## src/rtl/rjrx_pkg.sv

```systemverilog
package rjrx_pkg;
   // channel selected by the registered word-clock level
   typedef enum logic {
      CH_RIGHT = 1'b0,
      CH_LEFT  = 1'b1
   } rjrx_chan_e;

   // index of each serial line inside the synchroniser bundle
   localparam int unsigned SIG_BCLK = 0;
   localparam int unsigned SIG_WCLK = 1;
   localparam int unsigned SIG_DATA = 2;
   localparam int unsigned SIG_CNT  = 3;
endpackage

```

## src/rtl/rjrx_sync.sv

```systemverilog
module rjrx_sync #(
   parameter int unsigned WIDTH  = 3,
   parameter int unsigned STAGES = 2
) (
   input  logic             clk,
   input  logic             rst_n,
   input  logic [WIDTH-1:0] async_i,
   output logic [WIDTH-1:0] sync_o
);
   if (STAGES < 2) begin : g_bad_stages
      $error("rjrx_sync: STAGES must be at least 2");
   end
   if (WIDTH < 1) begin : g_bad_width
      $error("rjrx_sync: WIDTH must be at least 1");
   end

   logic [WIDTH-1:0] chain_q [STAGES];

   always_ff @(posedge clk) begin
      if (!rst_n) begin
         for (int s = 0; s < int'(STAGES); s++) chain_q[s] <= '0;
      end else begin
         chain_q[0] <= async_i;
         for (int s = 1; s < int'(STAGES); s++) chain_q[s] <= chain_q[s-1];
      end
   end

   assign sync_o = chain_q[STAGES-1];
endmodule

```

## src/rtl/rjrx_framer.sv

```systemverilog
module rjrx_framer
   import rjrx_pkg::*;
#(
   parameter int unsigned WORD_W    = 16,
   parameter bit          LEFT_HIGH = 1'b1
) (
   input  logic              clk,
   input  logic              rst_n,
   input  logic              bit_stb_i,
   input  logic              wclk_i,
   input  logic              sdat_i,
   output logic [WORD_W-1:0] left_o,
   output logic [WORD_W-1:0] right_o,
   output logic              valid_o
);
   localparam int unsigned CW = $clog2(WORD_W + 1);
   localparam logic [CW-1:0] FULL = CW'(WORD_W);

   if (WORD_W < 2) begin : g_bad_word
      $error("rjrx_framer: WORD_W must be at least 2");
   end

   logic [WORD_W-1:0] shreg_q, left_hold_q, left_q, right_q;
   logic [CW-1:0]     cnt_q;
   logic              primed_q, wclk_prev_q, left_ok_q, valid_q;
   rjrx_chan_e        prev_chan;

   // polarity variant chosen at elaboration
   if (LEFT_HIGH) begin : g_pol_high
      assign prev_chan = wclk_prev_q ? CH_LEFT : CH_RIGHT;
   end else begin : g_pol_low
      assign prev_chan = wclk_prev_q ? CH_RIGHT : CH_LEFT;
   end

   logic [WORD_W-1:0] shreg_nx;
   assign shreg_nx = {shreg_q[WORD_W-2:0], sdat_i};

   always_ff @(posedge clk) begin
      if (!rst_n) begin
         shreg_q     <= '0;
         left_hold_q <= '0;
         left_q      <= '0;
         right_q     <= '0;
         cnt_q       <= '0;
         primed_q    <= 1'b0;
         wclk_prev_q <= 1'b0;
         left_ok_q   <= 1'b0;
         valid_q     <= 1'b0;
      end else begin
         valid_q <= 1'b0;
         if (bit_stb_i) begin
            shreg_q <= shreg_nx;
            if (!primed_q) begin
               primed_q    <= 1'b1;
               wclk_prev_q <= wclk_i;
               cnt_q       <= CW'(1);
            end else if (wclk_i != wclk_prev_q) begin
               // slot closed: the register holds its last WORD_W bits
               wclk_prev_q <= wclk_i;
               cnt_q       <= CW'(1);
               if (cnt_q == FULL) begin
                  if (prev_chan == CH_LEFT) begin
                     left_hold_q <= shreg_q;
                     left_ok_q   <= 1'b1;
                  end else if (left_ok_q) begin
                     left_q    <= left_hold_q;
                     right_q   <= shreg_q;
                     valid_q   <= 1'b1;
                     left_ok_q <= 1'b0;
                  end
               end else begin
                  left_ok_q <= 1'b0;
               end
            end else if (cnt_q != FULL) begin
               cnt_q <= cnt_q + CW'(1);
            end
         end
      end
   end

   assign left_o  = left_q;
   assign right_o = right_q;
   assign valid_o = valid_q;

   // strobe lasts a single system-clock cycle
   a_r4_valid_single: assert property (@(posedge clk) disable iff (!rst_n)
      valid_o |=> !valid_o);
   // outputs hold between strobes
   a_r4_out_hold: assert property (@(posedge clk) disable iff (!rst_n)
      !valid_o |-> ($stable(left_o) && $stable(right_o)));
   // a new pair only follows a sampled bit-clock rising edge
   a_r1_on_bit_edge: assert property (@(posedge clk) disable iff (!rst_n)
      valid_o |-> $past(bit_stb_i));
endmodule

```

## src/rtl/rjrx_zero_mon.sv

```systemverilog
module rjrx_zero_mon #(
   parameter int unsigned WORD_W      = 16,
   parameter int unsigned ZERO_FRAMES = 2048
) (
   input  logic              clk,
   input  logic              rst_n,
   input  logic              frame_stb_i,
   input  logic [WORD_W-1:0] left_i,
   input  logic [WORD_W-1:0] right_i,
   output logic              zero_o
);
   localparam int unsigned ZCW = $clog2(ZERO_FRAMES + 1);
   localparam logic [ZCW-1:0] LIMIT = ZCW'(ZERO_FRAMES);

   if (ZERO_FRAMES < 1) begin : g_bad_limit
      $error("rjrx_zero_mon: ZERO_FRAMES must be at least 1");
   end

   logic [ZCW-1:0] run_q;
   logic           any_one;
   assign any_one = (|left_i) | (|right_i);

   always_ff @(posedge clk) begin
      if (!rst_n) begin
         run_q <= '0;
      end else if (frame_stb_i) begin
         if (any_one)            run_q <= '0;
         else if (run_q != LIMIT) run_q <= run_q + ZCW'(1);
      end
   end

   assign zero_o = (run_q == LIMIT);

   // any nonzero bit in a frame drops the flag
   a_r7_clear_on_data: assert property (@(posedge clk) disable iff (!rst_n)
      (frame_stb_i && any_one) |=> !zero_o);
   // the flag only rises right after a presented frame
   a_r6_rise_after_frame: assert property (@(posedge clk) disable iff (!rst_n)
      $rose(zero_o) |-> $past(frame_stb_i));
endmodule

```

## src/rtl/rj_audio_rx.sv

```systemverilog
module rj_audio_rx
   import rjrx_pkg::*;
#(
   parameter int unsigned WORD_W      = 16,
   parameter int unsigned SYNC_STAGES = 2,
   parameter int unsigned ZERO_FRAMES = 2048,
   parameter bit          LEFT_HIGH   = 1'b1
) (
   input  logic              clk,
   input  logic              rst_n,
   input  logic              ser_bclk,
   input  logic              ser_wclk,
   input  logic              ser_data,
   output logic [WORD_W-1:0] smp_left_o,
   output logic [WORD_W-1:0] smp_right_o,
   output logic              smp_valid_o,
   output logic              zero_flag_o
);
   logic [SIG_CNT-1:0] raw, synced;
   logic               bclk_d_q, bit_stb;

   assign raw[SIG_BCLK] = ser_bclk;
   assign raw[SIG_WCLK] = ser_wclk;
   assign raw[SIG_DATA] = ser_data;

   rjrx_sync #(.WIDTH(SIG_CNT), .STAGES(SYNC_STAGES)) u_sync (
      .clk(clk), .rst_n(rst_n), .async_i(raw), .sync_o(synced));

   always_ff @(posedge clk) begin
      if (!rst_n) bclk_d_q <= 1'b0;
      else        bclk_d_q <= synced[SIG_BCLK];
   end
   assign bit_stb = synced[SIG_BCLK] & ~bclk_d_q;

   rjrx_framer #(.WORD_W(WORD_W), .LEFT_HIGH(LEFT_HIGH)) u_framer (
      .clk(clk), .rst_n(rst_n), .bit_stb_i(bit_stb),
      .wclk_i(synced[SIG_WCLK]), .sdat_i(synced[SIG_DATA]),
      .left_o(smp_left_o), .right_o(smp_right_o), .valid_o(smp_valid_o));

   rjrx_zero_mon #(.WORD_W(WORD_W), .ZERO_FRAMES(ZERO_FRAMES)) u_zero (
      .clk(clk), .rst_n(rst_n), .frame_stb_i(smp_valid_o),
      .left_i(smp_left_o), .right_i(smp_right_o), .zero_o(zero_flag_o));

   // nothing presented in the cycle after reset
   a_r8_quiet_after_reset: assert property (@(posedge clk)
      $rose(rst_n) |-> (!smp_valid_o && !zero_flag_o));
   // bit strobes are isolated single cycles
   a_r1_strobe_single: assert property (@(posedge clk) disable iff (!rst_n)
      bit_stb |=> !bit_stb);
endmodule

```

## config.mk

```make
export PLATFORM = sky130hd
export DESIGN_NAME = rj_audio_rx
export DESIGN_NICKNAME = d
export VERILOG_FILES = /design/src/rtl/rjrx_pkg.sv /design/src/rtl/rjrx_sync.sv /design/src/rtl/rjrx_framer.sv /design/src/rtl/rjrx_zero_mon.sv /design/src/rtl/rj_audio_rx.sv
export SDC_FILE = /design/constraint.sdc
export NUM_CORES = 1
export LEC_CHECK = 0
export BUFFER_PORTS_ARGS = -buffer_cell sky130_fd_sc_hd__buf_2
export CORE_ASPECT_RATIO = 0.7
export CORE_MARGIN = 10
export CORE_UTILIZATION = 40
export CTS_CLUSTER_DIAMETER = 200
export CTS_CLUSTER_SIZE = 20
export DETAILED_ROUTE_END_ITERATION = 7
export SETUP_SLACK_MARGIN = 0.15
export SYNTH_ARGS = -nofsm -noshare
export SYNTH_HDL_FRONTEND = slang
export SYNTH_SLANG_ARGS = --single-unit
export TNS_END_PERCENT = 100
```

## constraint.sdc

```tcl
create_clock -name clk -period 3.6 [get_ports clk]
set_input_delay 0.18 -clock clk [delete_from_list [all_inputs] [get_ports clk]]
set_output_delay 0.18 -clock clk [all_outputs]
set_load 0.05 [all_outputs]
```

==> summary.md <==
| Metric | Value |
|---|---|
| Delay-heaviest family, CP | simple AND/OR/NAND/NOR gates |
| Area share of the largest cell type after synthesis | 0.501 |
| Clock Tree Buf Depth | 2 |
| Cts hold-fix bufs | 0 |
| Root buf cell | clkbuf_16 |
| Io pins | 39 |
| Mean Syn Cell Area | 8.00 um^2 |
| Synth-to-layout area growth | 15.4% |
| Metal-1 WL | 4.67 mm |
| Peak VDD IR | 0.366 mV |
| Fraction of layout cells with a size suffix above 1 | 0.136 |
| Post-route ant nets | 0 |
| Sink Count | 92 |
| Post-synthesis cell area | 3680 um^2 |
| Core box area | 9000 um^2 |
| Post_cts resized | 0 |
| Initial antenna violation count | 0 |
| FMAX | 401 MHz |
| Tcrit/Tclk final | 0.693 |
| Multi-input logic area | 1670 um^2 |
| Routed wl met2 | 3.62 mm |
| Maxcap violations | 0 |
| Storage element area | 1840 um^2 |
| IO buf count | 38 |
| Status | completed |
| Crit-path cells | nor4_1 > nand4_1 > nor4_2 > buf_4 > a31o_2 |
| Pwr Density | 469 nW/um^2 |
| Final setup TNS | 0 ns |
| Synth Net Count | 470 |
| Vias | 3,180 |
| Final setup fails | 0 |
| Layout Skew | 0.00952 ns |
| CP Class | register to register |
| YS warnings | 0 |
| Slew Limit Fails | 0 |
| Final-report hold violation count | 0 |
| Cell taking the most area after synthesis | dfxtp_1 |
| # rows | 29 |
| Class of the worst hold path | input port to register |
| Cell depth of the worst setup path | 5 |
| Delay of the slowest critical-path stage | 0.67 ns |
| Post-route setup slack | 1.11 ns |
| Remaining DRCs | 0 |
| Post-DP HPWL | 6.13 mm |
| Largest net degree at the start of global routing | 71 |
| Die area | 13,500 um^2 |
| DR vias/cell | 5.17 |
| Global-route wire length before repair | 15.1 mm |
| Relative slew slack | 0.253 |
| Initial core utilization | 0.409 |
| Crit path required time | 3.88 ns |
| Crit path capture type | register |
| Vias in the first global route | 2,941 |
| Die Height | 100 um |
| Critical path's slowest cell | nand4_1 |
| Number of DRC markers in iteration 0 | 240 |
| Slew @ Worst Pin | 1.12 ns |
| Worst-path clk slew | 0.06 ns |
| H-tree levels | 3 |
| Hold WS | 0.0487 ns |
| Mapped Cells | 460 |
| FF-to-FF path depth | 5 |
| Top Layer Used | met4 |
| Grt ovf | 0 |
| Routed len/inst | 14.6 um |
| Critical path startpoint category | register |
| Period minus WS final | 2.49 ns |
| N_diodes | 0 |
| Highest fanout seen on the critical path | 13 |
| Final net count | 497 |
| Hold Path Stages | 2 |
| Worst reg-to-reg setup slack | 1.11 ns |
| Count of cell types in the netlist | 40 |
| Metal3 WL | 553 um |
| Tot GR Track Use | 0.136 |
| WP data arrival | 2.78 ns |
| Seq/Total Area, Yosys | 0.501 |
| RD Place Congestion | 0.821 |
| DRT Pass-1 Iters | 4 |
| Num CTS Buffers | 9 |
| RSZ-0062 raised after global routing | false |
| Total leakage power | 1.57 nW |
| Post-layout util | 0.472 |
| #FFs+latches synth | 92 |
| Setup Buffers After CTS | 0 |
| Fillers | 916 |
| Place WS | 1.14 ns |
| Top cells by area, synth | dfxtp_1 (50%), nand2_1 (15%), a21oi_1 (9.3%) |
| CTS tree | built |
| Worst skew pair latency | 0.34 ns |
| Worst path bufs/invs | 1 |
| Post-Route WL | 8.96 mm |
| Die Span X | 135 um |
==> metal layers <==
layer | track usage | vias to the layer above
met5 | 0 | -
met4 | 0.0375 | 0
met3 | 0.0559 | 10
met2 | 0.183 | 67
met1 | 0.192 | 1487
li1 | - | 1616
==> registers in the layout, indices dropped and copies added (netlist names), 5 cells and up <==
| register | flops |
|---|---|
| u_sync.chain_q | 6 |
| u_framer.right_o | 16 |
| u_zero.run_q | 12 |
| u_framer.left_hold_q | 16 |
| u_framer.left_o | 16 |
| u_framer.cnt_q | 5 |
| u_framer.shreg_q | 16 |
==> cell usage after synthesis (all sizes together) <==
cell and instances:
nand2b 2, o21ai 4, nand3b 1, nand2 151, o22a 1, or3 5
inv 12, o311ai 2, xor2 2, nor2b 2, nor3 5, and3 1
or4b 2, nand4 3, buf 11, nor4bb 1, nor4 15, o41ai 4
a22oi 1, nor3b 1, or4 1, clkbuf 17, ha 5, a21oi 68
and2 7, o31ai 7, o211ai 2, a31o 4, nor2 10, clkinv 1
nand3 11, nand4bb 1, a21o 8, dfxtp 92
==> logic make-up after synthesis <==
| group | count (synthesis) | share of synthesized area |
|---|---|---|
| buf+inv | 41 | 0.0469 |
| xor+xnor | 2 | 0.00476 |
| flops | 92 | 0.501 |
| compound gates | 101 | 0.161 |
| fa+ha+maj | 5 | 0.0170 |
| simple gates | 219 | 0.269 |
==> cells in the final DEF (no fill, tap or decap), types with 2 or more instances in the layout <==
master / instances
and2_1: 7
nor2_1: 10
or3_1: 4
nand4_1: 3
o21ai_0: 4
xor2_1: 2
nor2b_1: 2
clkbuf_16: 9
o311ai_0: 2
dfxtp_1: 92
nand2b_1: 2
ha_1: 5
nand2_1: 151
a21o_1: 7
a31o_1: 3
a21oi_1: 68
buf_4: 6
or4b_1: 2
nor4_2: 2
nor4_1: 12
o31ai_1: 7
o211ai_1: 2
inv_1: 11
clkinv_2: 2
clkinvlp_4: 3
nand3_1: 11
o41ai_1: 4
buf_2: 38
nor3_1: 5
==> report_power, final <==
group / switching, mW / internal (mW) / leakage, nW / total (mW)
combinational: 0.0307 / 0.0101 / 0.698 / 0.0408
clock: 0.390 / 0.534 / 0.134 / 0.924
sequential: 0.00357 / 1.02 / 0.742 / 1.03
total: 0.424 / 1.57 / 1.57 / 1.99
==> stage by stage <==
stage,cells,instance area (um^2),power [mW]
floorplan,460,3680,1.08
global placement,600,3960,1.09
detailed placement,600,3960,1.09
CTS,615,4250,2.01
global route,615,4250,2.06
finish,615,4250,1.99
==> cell type report <==
cell class | count | share of cell area
flip-flops and latches | 92 | 0.434
multi-input cells | 327 | 0.394
repair buffers | 44 | 0.0554
clock buffers | 9 | 0.0530
well taps | 124 | 0.0365
clock inverters | 6 | 0.0156
inverters | 13 | 0.0118
==> final timing paths <==
path,from,endpoint
max,u_framer.left_o[15],u_zero.run_q[2]
min,ser_bclk,u_sync.chain_q[0][0]
max reg2reg,u_framer.left_o[15],u_zero.run_q[2]
min reg2reg,u_sync.chain_q[0][0],u_sync.chain_q[0][3]
Note: power is estimated with default switching activity, not from simulation.
